File: src/rtl/pfx_pkg.sv
package pfx_pkg;
    localparam int PAY_W   = 11;
    localparam int BANK_W  = 2;
    localparam int CREG_W  = 3;
    localparam int XREG_W  = 5;
    localparam int MODE_W  = 2;
    localparam int NFIELD  = 3;
    localparam int REG_W   = BANK_W + XREG_W;
    localparam int ALIGN_W = REG_W - BANK_W - CREG_W;

    typedef struct packed {
        logic             pend;
        logic [PAY_W-1:0] pay;
    } pfx_state_t;

    typedef struct packed {
        logic                         vld;
        logic                         pfx;
        logic                         dbl;
        logic [MODE_W-1:0]            mode;
        logic [NFIELD-1:0][REG_W-1:0] idx;
        logic                         redec;
    } pfx_out_t;
endpackage

File: src/rtl/pfx_match.sv
module pfx_match
    import pfx_pkg::*;
(
    input  logic [15:0]      parcel,
    input  logic             en,
    output logic             is_comp,
    output logic             is_pfx,
    output logic [PAY_W-1:0] payload
);
    always_comb begin
        is_comp = (parcel[1:0] != 2'b11);
        is_pfx  = en && (parcel[15:13] == 3'b100) && (parcel[1:0] == 2'b00);
        payload = parcel[2 +: PAY_W];
    end
endmodule

File: src/rtl/pfx_regext.sv
module pfx_regext
    import pfx_pkg::*;
#(
    parameter int FIELD = 0
) (
    input  logic [31:0]       instr,
    input  logic              is_comp,
    input  logic              prefixed,
    input  logic [BANK_W-1:0] bank,
    output logic [REG_W-1:0]  idx
);
    localparam int C_LSB = (FIELD == 2) ? 2 : 7;
    localparam int X_LSB = (FIELD == 0) ? 7 : ((FIELD == 1) ? 15 : 20);

    logic [CREG_W-1:0] c_fld;
    logic [XREG_W-1:0] x_fld;

    always_comb begin
        c_fld = instr[C_LSB +: CREG_W];
        x_fld = instr[X_LSB +: XREG_W];
        if (is_comp) begin
            if (prefixed) idx = {bank, c_fld, {ALIGN_W{1'b0}}};
            else          idx = {{(REG_W-CREG_W-1){1'b0}}, 1'b1, c_fld};
        end else begin
            if (prefixed) idx = {bank, x_fld};
            else          idx = {{BANK_W{1'b0}}, x_fld};
        end
    end
endmodule

File: src/rtl/pfx_expander.sv
module pfx_expander
    import pfx_pkg::*;
(
    input  logic              clk,
    input  logic              rst_n,
    input  logic              en,
    input  logic              in_valid,
    input  logic [31:0]       in_instr,
    input  logic              flush,
    input  logic              restore,
    input  logic              restore_pending,
    input  logic [PAY_W-1:0]  restore_payload,
    output logic              save_pending,
    output logic [PAY_W-1:0]  save_payload,
    output logic              out_valid,
    output logic              out_prefixed,
    output logic              out_double,
    output logic [MODE_W-1:0] out_mode,
    output logic [REG_W-1:0]  out_rd,
    output logic [REG_W-1:0]  out_rs1,
    output logic [REG_W-1:0]  out_rs2,
    output logic              redecode
);
    pfx_state_t st_d, st_q;
    pfx_out_t   o_d, o_q;

    logic                         is_comp, is_pfx;
    logic [PAY_W-1:0]             payload;
    logic [NFIELD-1:0][REG_W-1:0] idx;

    pfx_match u_match (
        .parcel  (in_instr[15:0]),
        .en      (en),
        .is_comp (is_comp),
        .is_pfx  (is_pfx),
        .payload (payload)
    );

    for (genvar f = 0; f < NFIELD; f++) begin : g_field
        pfx_regext #(.FIELD(f)) u_ext (
            .instr    (in_instr),
            .is_comp  (is_comp),
            .prefixed (st_q.pend),
            .bank     (st_q.pay[MODE_W + BANK_W*f +: BANK_W]),
            .idx      (idx[f])
        );
    end

    always_comb begin
        st_d = st_q;
        o_d  = '0;
        if (flush) begin
            st_d.pend = restore && restore_pending;
            st_d.pay  = restore ? restore_payload : st_q.pay;
        end else if (in_valid) begin
            if (is_pfx && st_q.pend) begin
                o_d.vld   = 1'b1;
                o_d.dbl   = 1'b1;
                st_d.pend = 1'b0;
            end else if (is_pfx) begin
                st_d.pend = 1'b1;
                st_d.pay  = payload;
            end else begin
                o_d.vld   = 1'b1;
                o_d.pfx   = st_q.pend;
                o_d.mode  = st_q.pend ? st_q.pay[MODE_W-1:0] : '0;
                o_d.idx   = idx;
                st_d.pend = 1'b0;
            end
        end
        o_d.redec = (st_d.pend != st_q.pend) ||
                    (st_d.pend && (st_d.pay != st_q.pay));
    end

    always_ff @(posedge clk) begin
        if (!rst_n) begin
            st_q <= '0;
            o_q  <= '0;
        end else begin
            st_q <= st_d;
            o_q  <= o_d;
        end
    end

    assign save_pending = st_q.pend;
    assign save_payload = st_q.pay;
    assign out_valid    = o_q.vld;
    assign out_prefixed = o_q.pfx;
    assign out_double   = o_q.dbl;
    assign out_mode     = o_q.mode;
    assign out_rd       = o_q.idx[0];
    assign out_rs1      = o_q.idx[1];
    assign out_rs2      = o_q.idx[2];
    assign redecode     = o_q.redec;

    a_r6_double_exclusive: assert property (@(posedge clk) disable iff (!rst_n)
        out_double |-> (out_valid && !out_prefixed));

    a_r2_single_use: assert property (@(posedge clk) disable iff (!rst_n)
        (out_valid && out_prefixed) |=> !(out_valid && out_prefixed));

    a_r5_scalar_default: assert property (@(posedge clk) disable iff (!rst_n)
        (out_valid && !out_prefixed) |-> (out_mode == '0));

    a_r7_disabled_passes: assert property (@(posedge clk) disable iff (!rst_n)
        (in_valid && !en && !flush) |=> (out_valid && !out_double));

    a_r9_flush_drops: assert property (@(posedge clk) disable iff (!rst_n)
        flush |=> !out_valid);

    a_r8_restore_arms: assert property (@(posedge clk) disable iff (!rst_n)
        (flush && restore && restore_pending) |=> save_pending);
endmodule

File: config.mk
export PLATFORM = sky130hd
export DESIGN_NAME = pfx_expander
export DESIGN_NICKNAME = d
export VERILOG_FILES = /design/src/rtl/pfx_pkg.sv /design/src/rtl/pfx_match.sv /design/src/rtl/pfx_regext.sv /design/src/rtl/pfx_expander.sv
export SDC_FILE = /design/constraint.sdc
export NUM_CORES = 1
export LEC_CHECK = 0
export ABC_AREA = 1
export BUFFER_PORTS_ARGS = -buffer_cell sky130_fd_sc_hd__buf_2
export CAP_MARGIN = 0
export CORE_MARGIN = 2
export CORE_UTILIZATION = 47
export DETAILED_ROUTE_END_ITERATION = 10
export PLACE_DENSITY_LB_ADDON = 0.25
export SYNTH_ARGS = -nofsm -noshare
export SYNTH_HDL_FRONTEND = slang
export SYNTH_SLANG_ARGS = --single-unit
File: constraint.sdc
create_clock -name clk -period 1.5 [get_ports clk]
set_input_delay 0.075 -clock clk [delete_from_list [all_inputs] [get_ports clk]]
set_output_delay 0.075 -clock clk [all_outputs]
set_load 0.005 [all_outputs]
=== Yosys cells after proc, flatten, opt, wreduce, memory -nomap -nowiden ===
Cells that the tools add are included.

* Register bits after elaboration: 39
* Input bits: 50
* Output and inout port bits: 39
* Word-level logic and storage cells: 46

* Eq/ne operators: 4
* Bitwise logic cells: 3
* Muxes and demuxes: 19
* Reduce and logical (&&, ||, !) cells: 10

{| class="wikitable"
|+ Operators by type and width
! kind !! number
|-
| $mux W7 || 9
|-
| $mux W11 || 3
|-
| $mux W12 || 2
|-
| $ne A11 B11 Y1 || 1
|-
| $reduce_or A6 Y1 || 1
|-
| $logic_and A1 B1 Y1 || 5
|-
| $reduce_or A5 Y1 || 1
|-
| $mux W1 || 4
|-
| $eq A3 B3 Y1 const B || 1
|-
| $not A1 Y1 || 3
|-
| $reduce_or A3 Y1 || 1
|-
| $logic_not A2 Y1 || 1
|-
| $mux W2 || 1
|-
| $ne A2 B2 Y1 const B || 1
|-
| $logic_or A1 B1 Y1 || 1
|-
| $ne A1 B1 Y1 || 1
|}

=== Longest topological paths before layout ===
Gate-level depths: netlist of run 1.

* Depth in word-level cells: 10
* Mapped depth: 13
* Mapped depth without buffers: 13

=== Modules after synthesis ===
From an unflattened synthesis of run 1, not the netlist that was laid out.

* Cell total of the unflattened synthesis: 361
* Area, all modules: 2240.9 sq um

{| class="wikitable"
|+ Modules (own cells, without submodules)
! module !! area an instance (sq um) !! times used !! cells each !! sequential area each (sq um)
|-
| pfx_expander || 1841.8 || 1 || 272 || 780.7
|-
| pfx_regext (g_field[1].u_ext ...) || 100.1 || 2 || 25 || 0.0
|-
| pfx_match || 111.4 || 1 || 18 || 0.0
|-
| pfx_regext (g_field[0].u_ext) || 87.6 || 1 || 21 || 0.0
|}

=== Least setup slack after synthesis of run 1 ===
Ideal clock, no wire load.

* Path type: reg2reg
* Start point: reg st_q, in the netlist save_pending
* End point: reg o_q, in the netlist redecode
* Slack: 0.054 ns
* Required time: 1.384 ns
* Data arrival time: 1.330 ns
* Clock period less this slack: 1.446 ns
* Path buffers: 1
* Stages on the path, launching flop included: 12
* Cells stage by stage: dfxtp_1 > nor2_2 > nand3_4 > buf_6 > nand2_1 > nand3_1 > nand3_1 > nand2_1 > nor2_1 > nand2_1 > nor2_2 > a21oi_2

* Word-level cells in the longest chain between the ends: 7
* Elaborated cells between the ends (all ways): 9

{| class="wikitable"
|+ Ends and longest elaborated chain
! what !! line !! text
|-
| from (decl) || pfx_expander.sv:24 || <nowiki>pfx_state_t st_d, st_q;</nowiki>
|-
| from (signal assigned) || pfx_expander.sv:80 || <nowiki>st_q <= st_d;</nowiki>
|-
| $logic_and A1 B1 Y1 || pfx_expander.sv:56 || <nowiki>if (is_pfx && st_q.pend) begin</nowiki>
|-
| $mux W11 || pfx_expander.sv:56 ||
|-
| $mux W12 || pfx_expander.sv:55 || <nowiki>end else if (in_valid) begin</nowiki>
|-
| $mux W12 || pfx_expander.sv:52 || <nowiki>if (flush) begin</nowiki>
|-
| $ne A11 B11 Y1 || pfx_expander.sv:72 || <nowiki>(st_d.pend && (st_d.pay != st_q.pay));</nowiki>
|-
| $logic_and A1 B1 Y1 || pfx_expander.sv:72 ||
|-
| $logic_or A1 B1 Y1 * || pfx_expander.sv:71 || <nowiki>o_d.redec = (st_d.pend != st_q.pend) ||</nowiki>
|-
| to (signal assigned) || pfx_expander.sv:78 || <nowiki>o_q <= '0;</nowiki>
|-
| to (signal assigned) || pfx_expander.sv:81 || <nowiki>o_q <= o_d;</nowiki>
|-
| to (decl) || pfx_expander.sv:25 || <nowiki>pfx_out_t o_d, o_q;</nowiki>
|}

Every way passes the cells marked *; elsewhere a longest branch is shown, timed or not.
A chain may end at the register's enable or synchronous reset.

=== Worst setup path in the final report of run 1 ===
Ends and elaborated chain as after synthesis.

==> results of run 1 <==
## sequential cells by signal, indices dropped and copies added, names as in the netlist
signal / count
out_prefixed: 1
save_pending: 1
out_double: 1
out_rd: 7
out_rs2: 7
out_rs1: 7
save_payload: 11
redecode: 1
out_mode: 2
out_valid: 1
## stage by stage
stage	area, um^2	util, %
finish	2658	66.44
global route	2658	66.44
CTS	2614	65.34
detailed placement	2495	62.37
global placement	2495	62.37
floorplan	1957	-
## power by group
group,switching (mW),internal [mW]
clock network,0.363,0.419
registers,0.0241,1.07
logic,0.262,0.192
## worst paths after layout
path	cells after the start	to	from	slack, ns
setup / recovery	11	redecode$_SDFF_PN0_	save_pending$_SDFF_PN0_	-0.04
hold / removal	3	out_rs1[4]$_SDFF_PP0_	in_instr[19]	0.02
setup reg to reg	11	redecode$_SDFF_PN0_	save_pending$_SDFF_PN0_	-0.04
hold reg to reg	2	out_rd[6]$_SDFF_PP0_	save_payload[3]$_SDFF_PN0_	0.52
## synth_stat cells (all sizes together)
master / count / share of area [%]
dfxtp: 39 / 40
inv: 26 / 5.0
buf: 9 / 2.6
a22oi: 1 / 0.38
and3: 1 / 0.32
nor2: 36 / 7.7
nand4: 12 / 3.8
o211ai: 11 / 4.2
nor3: 4 / 1.0
clkinv: 2 / 0.38
clkbuf: 5 / 0.96
nand2: 69 / 13
a311oi: 1 / 0.45
a21oi: 21 / 5.6
nand3: 34 / 9.6
o21ai: 18 / 4.6
## metal layers
metal / up-vias / wire (um) / global-route usage, %
li1: 1156 / - / -
met5: - / 0 / 0
met2: 96 / 2585 / 38.70
met1: 990 / 2443 / 31.46
met4: 0 / 85 / 9.250
met3: 9 / 463 / 5.519
## worst reg2reg max path, cell delays in order (launching register included)
cell and delay [ns]:
dfxtp_2 0.34, nor2_4 0.23, buf_6 0.16, nand4_1 0.13
nand3_2 0.11, nand2_1 0.07, nand2_1 0.07, nand2_1 0.05
nor2_1 0.08, nand2_1 0.08, nor2_2 0.10, a21oi_2 0.05
## cell families after synthesis
family,Yosys count,share of synthesized area (%)
AOI/OAI and AO/OA,52,15.22
DFF,39,39.90
buffers and inverters,42,8.952
and+or+nand+nor,156,35.93
## repair_timing
action / CTS / global route
buffers inserted: 0 / 2
pin swaps: 1 / 3
setup endpoints to repair: 1 / 1
cloned: 1 / 1
resized for setup: 2 / 6
## area by class of cell
type	count	area, um^2
fill	359	1343
multi-input combinational	210	1044
sequential	39	782.0
timing repair buffer	100	564.3
inverter	28	105.1
clock buffer	8	100.1
tap	50	62.56
==> results.json, run 1 <==
{
  "syn_avg_cell_area_um2": 6.771,
  "hold_buffers": 0,
  "clock_skew_ns": 0.003349,
  "ys_types": 24,
  "final_common_cell": "buf_2",
  "antenna_found_initial": 0,
  "power.density_mw_per_mm2": 877.9,
  "dp_slack_ns": -0.03153,
  "grt_pass1_vias": 1882,
  "fin_crit_sh_pct": 102.9,
  "die_area_mm2": 0.004696,
  "grt_pass1_wl_um": 8452,
  "clk_pin_slew_ns": 0.07,
  "ys_seq_elements": 39,
  "numCtsBuffers": 5,
  "clk_latency_ns": 0.30,
  "wl_per_cell_um": 12.82,
  "rsz0062_at_grt": "true",
  "required_ns": 1.70,
  "cp_top_family": "simple AND/OR/NAND/NOR gates",
  "holdWs_ns": 0.02085,
  "path_class": "reg -> reg",
  "grt_overflow": 0,
  "die_h_um": 68.53,
  "yosys_warnings": 0,
  "leakagePower_nw": 1.337,
  "fin_nets": 434,
  "slew_viol_final": 0,
  "tightest_slew_ns": 0.3976,
  "hold_viol_final": 0,
  "slew_headroom_pct": 73.47,
  "clkSinkCount": 39,
  "syn_inst": 289,
  "layout_common_cells": "buf_2 (81), nand2_1 (67), dfxtp_1 (38)",
  "path_buf_inv": 1,
  "gp_congestion": 0.8861,
  "fin_crit_ns": 1.544,
  "io_pins": 89,
  "p_total_mw": 2.333,
  "endpoint_kind": "flip-flop",
  "die_w_um": 68.53,
  "crit_top_cell": "nand2_1",
  "vias": 2251,
  "vias_per_cell": 5.175,
  "ctsLongestPathBuffers": 2,
  "maxCapViolations": 0,
  "antenna_cells": 0,
  "port_buffers": 81,
  "area_growth_pct": 35.81,
  "place_inst": 423,
  "drt-pass1-iter-count": 5,
  "critPathMaxStageDelay_ns": 0.34,
  "cp_slowest_cell": "dfxtp_2",
  "cts_tree": "built",
  "gr-usage-all-layers_pct": 24.16,
  "setup_tns_ns": -0.04371,
  "root_buffer": "clkbuf_8",
  "yosysSeqAreaShare_pct": 39.90,
  "core.rowCount": 23,
  "fmax_mhz": 647.8,
  "core-area_mm2": 0.004000,
  "drc_errors": 0,
  "status": "finished with violations",
  "start_util_pct": 48.92,
  "ant_nets": 0,
  "peakVddDrop_uv": 373.3,
  "critPathLaunchType": "flip-flop",
  "drt_wl_total_um": 5578,
  "setup_viol": 1,
  "setup_ws_ns": -0.04371,
  "critPathMaxFanout": 6,
  "worstPathArrival_ns": 1.74,
  "fin_cells": 435,
  "failed_checks": "negative setup slack",
  "dp_hpwl_um": 3980,
  "drive_gt1_share_pct": 31.43,
  "drtIter0Drc": 164,
  "grt_max_degree": 22,
  "synth_area_mm2": 0.001957,
  "cts_max_level": 2,
  "syn-num-nets": 339,
  "hold_class": "in -> reg",
  "crit_chain": "nor2_4 -> buf_6 -> nand4_1 -> nand3_2 -> nand2_1 -> nand2_1 -> nand2_1 -> nor2_1 -> nand2_1 -> nor2_2 -> a21oi_2"
}
Note: power is estimated with default switching activity, not from simulation.
==> inputs of run 2 (changes only) <==
--- a/config.mk
+++ b/config.mk
@@ -8,7 +8,7 @@
 export ABC_AREA = 1
 export BUFFER_PORTS_ARGS = -buffer_cell sky130_fd_sc_hd__buf_2
 export CAP_MARGIN = 0
-export CORE_MARGIN = 2
+export CORE_MARGIN = 8
 export CORE_UTILIZATION = 47
 export DETAILED_ROUTE_END_ITERATION = 10
 export PLACE_DENSITY_LB_ADDON = 0.25
==> run 2 against run 1 <==
  * The flow still finishes with violations (negative setup slack)
  * Core utilization up 1.1 points
  * Clock skew up 0.0038 ns
  * Global-route usage down 5.5 points
  * First-iteration DRC count up 31%
  * Sequential share of layout area down 0.46 points
==> results.json, run 2 (synthesis gave the netlist of run 1 again) <==
{
  "leakagePower_nw": 1.346,
  "dp_hpwl_um": 4446,
  "gp_congestion": 0.8468,
  "fin_nets": 438,
  "endpoint_kind": "flip-flop",
  "hold_viol_final": 0,
  "crit_chain": "nor2_4 -> buf_12 -> nand3_4 -> buf_6 -> a21oi_2 -> o21ai_2 -> nand3_1 -> nand2_1 -> nand2_1 -> nor2_1 -> a21oi_2",
  "wl_per_cell_um": 14.06,
  "path_class": "reg -> reg",
  "cts_max_level": 2,
  "hold_class": "in -> reg",
  "setup_ws_ns": -0.03095,
  "critPathLaunchType": "flip-flop",
  "failed_checks": "negative setup slack",
  "maxCapViolations": 0,
  "status": "finished with violations",
  "die_w_um": 80.53,
  "start_util_pct": 48.92,
  "cp_slowest_cell": "dfxtp_2",
  "clock_skew_ns": 0.007118,
  "fin_util_pct": 67.50,
  "vias": 2315,
  "hold_buffers": 0,
  "required_ns": 1.74,
  "setup_viol": 1,
  "gr-usage-all-layers_pct": 18.62,
  "critPathMaxFanout": 5,
  "peakVddDrop_uv": 467.1,
  "final_common_cell": "buf_2",
  "numCtsBuffers": 5,
  "die_h_um": 80.53,
  "drtIter0Drc": 215,
  "p_total_mw": 2.255,
  "fin_crit_sh_pct": 102.1,
  "antenna_cells": 0,
  "drive_gt1_share_pct": 33.42,
  "clkSinkCount": 39,
  "postPlaceCellArea_mm2": 0.002490,
  "port_buffers": 81,
  "root_buffer": "clkbuf_8",
  "drc_errors": 0,
  "core.rowCount": 23,
  "vias_per_cell": 5.273,
  "ctsLongestPathBuffers": 2,
  "grt_max_degree": 19,
  "slew_viol_final": 0,
  "seq_area_um2": 782.0,
  "slew_headroom_pct": 69.14,
  "ant_nets": 0,
  "io_pins": 89,
  "worstPathArrival_ns": 1.77,
  "fin_crit_ns": 1.531,
  "core-area_mm2": 0.004000,
  "tightest_slew_ns": 0.4625,
  "die_area_mm2": 0.006484,
  "area_growth_pct": 37.98,
  "multi_input_area_mm2": 0.001081,
  "rsz0062_at_grt": "true",
  "power.density_mw_per_mm2": 835.3,
  "grt_overflow": 0,
  "largest_reg_flops": 11,
  "critPathMaxStageDelay_ns": 0.33,
  "drt_wl_total_um": 6172,
  "drt-pass1-iter-count": 5,
  "place_inst": 424,
  "clk_latency_ns": 0.30,
  "layout_common_cells": "buf_2 (82), nand2_1 (66), dfxtp_1 (38)",
  "clk_pin_slew_ns": 0.08,
  "grt_pass1_vias": 2192,
  "fillCellCount": 369,
  "cts_tree": "built",
  "grt_pass1_wl_um": 9680,
  "fmax_mhz": 653.2,
  "design_area_mm2": 0.002700,
  "fin_cells": 439,
  "antenna_found_initial": 0
}
==> run 2: cell types whose count changed in the layout (fill, tap and decap cells not counted), sizes merged <==
cell / delta
nand3: +1
clkinv: +1
clkbuf: -1
buf: +3
==> run 2: layout make-up <==
type                       instances  share of cell area, %
tap                               50                  2.317
multi-input combinational        211                  40.04
sequential                        39                  28.96
inverter                          28                  3.892
clock buffer                       7                  2.827
timing repair buffer             103                  21.78
clock inverter                     1                 0.1854
==> run 2: what timing repair did <==
action | in CTS | in global routing
gates resized for setup | 3 | 11
cloned | 2 | 2
setup buffers | 0 | 3
endpoints found under the setup margin | 1 | 1
pin swaps | 1 | 4
endpoints found under the hold margin | 0 | 0
==> run 2: final timing paths <==
check / end / startpoint / cells after the start / slack (ns)
worst max register to register: redecode$_SDFF_PN0_ / save_pending$_SDFF_PN0_ / 11 / -0.03
worst min-delay path: out_rs1[2]$_SDFF_PP0_ / in_instr[17] / 3 / 0.007
worst max-delay path: redecode$_SDFF_PN0_ / save_pending$_SDFF_PN0_ / 11 / -0.03
worst min register to register: out_rd[6]$_SDFF_PP0_ / save_payload[3]$_SDFF_PN0_ / 2 / 0.51
==> run 2: stage by stage <==
step           hold slack (ns)  worst slack, ns  setup TNS (ns)
5_1_grt                0.03120          -0.1425         -0.1425
4_1_cts               0.003219         0.001587               0
3_3_place_gp            0.3082         -0.01020        -0.01020
3_5_place_dp            0.3092         -0.03409        -0.03409
6_report              0.006630         -0.03095        -0.03095
2_1_floorplan           0.2111          0.05412               0
==> run 2: report_power, final <==
group	total [mW]	internal [mW]	switching, mW
Sequential	1.10	1.07	0.0233
Combinational	0.470	0.200	0.269
Clock	0.689	0.326	0.363
Total	2.26	1.60	0.656
==> run 2: critical path: cells and delay by family, from the launching register on <==
family,cells,cell delay (ns)
compound gates,3,0.31
buf+inv,2,0.31
flops,1,0.33
simple gates,6,0.53
==> run 2: layer usage <==
layer / track usage (%) / vias to the layer above / wire (um)
met4: 6.364 / 0 / 89
li1: - / 1171 / -
met2: 31.36 / 121 / 2863
met3: 5.915 / 12 / 668
met1: 21.54 / 1011 / 2551
met5: 0 / - / 0
==> inputs of run 3 (changes only) <==
--- a/config.mk
+++ b/config.mk
@@ -11,6 +11,7 @@
 export CORE_MARGIN = 8
 export CORE_UTILIZATION = 47
 export DETAILED_ROUTE_END_ITERATION = 10
+export HOLD_SLACK_MARGIN = 0.02
 export PLACE_DENSITY_LB_ADDON = 0.25
 export SYNTH_ARGS = -nofsm -noshare
 export SYNTH_HDL_FRONTEND = slang
==> run 3 against run 2 <==
  * The run still ends with negative setup slack left
  * Final cell count increased by 0.23%
  * Worst hold slack improved by 0.022 ns
  * Clock power about the same
  * Critical endpoint unchanged
  * Largest power group unchanged
==> results.json, run 3 (synthesis gave the netlist of run 1 again) <==
{
  "dp_hpwl_um": 4446,
  "setup_ws_ns": -0.02661,
  "cts_tree": "built",
  "clock_skew_ns": 0.008822,
  "tightest_slew_ns": 0.4567,
  "drt_wl_total_um": 6126,
  "path_class": "reg -> reg",
  "hold_viol_final": 0,
  "grt_pass1_vias": 2197,
  "antenna_found_initial": 0,
  "slew_viol_final": 0,
  "drive_gt1_share_pct": 33.33,
  "largest_reg_flops": 11,
  "clk_latency_ns": 0.30,
  "grt_overflow": 0,
  "fillCellCount": 366,
  "fin_nets": 439,
  "cp_top_family": "simple AND/OR/NAND/NOR gates",
  "numCtsBuffers": 5,
  "wl_per_cell_um": 13.92,
  "port_buffers": 81,
  "drt-pass1-iter-count": 4,
  "layout_common_cells": "buf_2 (82), nand2_1 (66), dfxtp_1 (38)",
  "place_inst": 424,
  "dp_slack_ns": -0.03409,
  "critPathMaxFanout": 5,
  "slew_headroom_pct": 69.52,
  "io_pins": 89,
  "ctsLongestPathBuffers": 2,
  "grt_max_degree": 19,
  "setup_viol": 1,
  "fin_crit_sh_pct": 101.8,
  "failed_checks": "negative setup slack",
  "fin_crit_ns": 1.527,
  "critPathMaxStageDelay_ns": 0.33,
  "endpoint_kind": "flip-flop",
  "die_w_um": 80.53,
  "die_h_um": 80.53,
  "required_ns": 1.74,
  "rsz0062_at_grt": "true",
  "drtIter0Drc": 191,
  "leakagePower_nw": 1.350,
  "core.rowCount": 23,
  "gp_congestion": 0.8468,
  "antenna_cells": 0,
  "start_util_pct": 48.92,
  "status": "finished with violations",
  "final_common_cell": "buf_2",
  "core-area_mm2": 0.004000,
  "peakVddDrop_uv": 466.1,
  "drc_errors": 0,
  "root_buffer": "clkbuf_8",
  "gr-usage-all-layers_pct": 18.62,
  "p_total_mw": 2.255,
  "crit_chain": "nor2_4 -> buf_12 -> nand3_4 -> buf_6 -> a21oi_2 -> o21ai_2 -> nand3_1 -> nand2_1 -> nand2_1 -> nor2_1 -> a21oi_2",
  "fin_util_pct": 67.75,
  "area_growth_pct": 38.49,
  "ant_nets": 0,
  "grt_pass1_wl_um": 9680,
  "die_area_mm2": 0.006484,
  "clkSinkCount": 39,
  "cts_max_level": 2,
  "maxCapViolations": 0,
  "vias": 2320,
  "fin_cells": 440,
  "power.density_mw_per_mm2": 832.0,
  "hold_class": "in -> reg",
  "clk_pin_slew_ns": 0.08,
  "vias_per_cell": 5.273,
  "worstPathArrival_ns": 1.77,
  "critPathLaunchType": "flip-flop",
  "fmax_mhz": 655.0,
  "cp_slowest_cell": "dfxtp_2",
  "path_buf_inv": 2
}
## run 3: changes by cell type in the layout (fill, tap and decap cells not counted)
cell           change
dlygate4sd3_1      +1
## run 3: area by class of cell
class                           count  area [um^2]  area share (%)
Clock buffer                        7        76.32           2.816
Clock inverter                      1        5.005          0.1847
Inverter                           28        105.1           3.878
Multi-Input combinational cell    211         1081           39.89
Sequential cell                    39        782.0           28.86
Tap cell                           50        62.56           2.308
Timing Repair Buffer              104        598.1           22.07
## run 3: path summary, 6_finish.rpt
path                                   start               endpoint  slack [ns]  cells after the start
setup / recovery     save_pending$_SDFF_PN0_    redecode$_SDFF_PN0_       -0.03                     11
hold / removal                  in_instr[18]  out_rs1[3]$_SDFF_PP0_        0.03                      3
setup reg to reg     save_pending$_SDFF_PN0_    redecode$_SDFF_PN0_       -0.03                     11
hold reg to reg   save_payload[3]$_SDFF_PN0_   out_rd[6]$_SDFF_PP0_        0.51                      2
## run 3: worst register-to-register path: stages, from the launching register on
cell,delay (ns)
dfxtp_2,0.33
nor2_4,0.15
buf_12,0.14
nand3_4,0.13
buf_6,0.17
a21oi_2,0.12
o21ai_2,0.08
nand3_1,0.09
nand2_1,0.05
nand2_1,0.06
nor2_1,0.05
a21oi_2,0.11
## run 3: repair_timing
action                     CTS  global route
hold endpoints to repair     1             0
gates cloned                 2             2
setup endpoints to repair    1             1
gates resized for setup      3            11
pin swaps                    1             4
setup buffers                0             3
hold buffers                 1             0
## run 3: metal layers
metal / global-route usage (%) / routed length, um / vias to the layer above
met5: 0 / 0 / -
met4: 6.364 / 73 / 0
met3: 5.915 / 644 / 7
met2: 31.36 / 2825 / 107
met1: 21.54 / 2583 / 1029
li1: - / - / 1177
## run 3: metrics by stage
stage               hold slack [ns]  cell area, um^2  setup TNS, ns
floorplan                    0.2111             1957              0
global placement             0.3082             2490       -0.01020
detailed placement           0.3092             2490       -0.03409
CTS                         0.02321             2613              0
global route                0.03120             2710        -0.1425
finish                      0.02900             2710       -0.02661
## run 3: where the power goes
group / internal (mW) / switching [mW] / leakage [nW] / total (mW)
Sequential: 1.07 / 0.0232 / 0.319 / 1.10
Clock: 0.326 / 0.361 / 0.0422 / 0.688
Combinational: 0.202 / 0.269 / 0.989 / 0.471
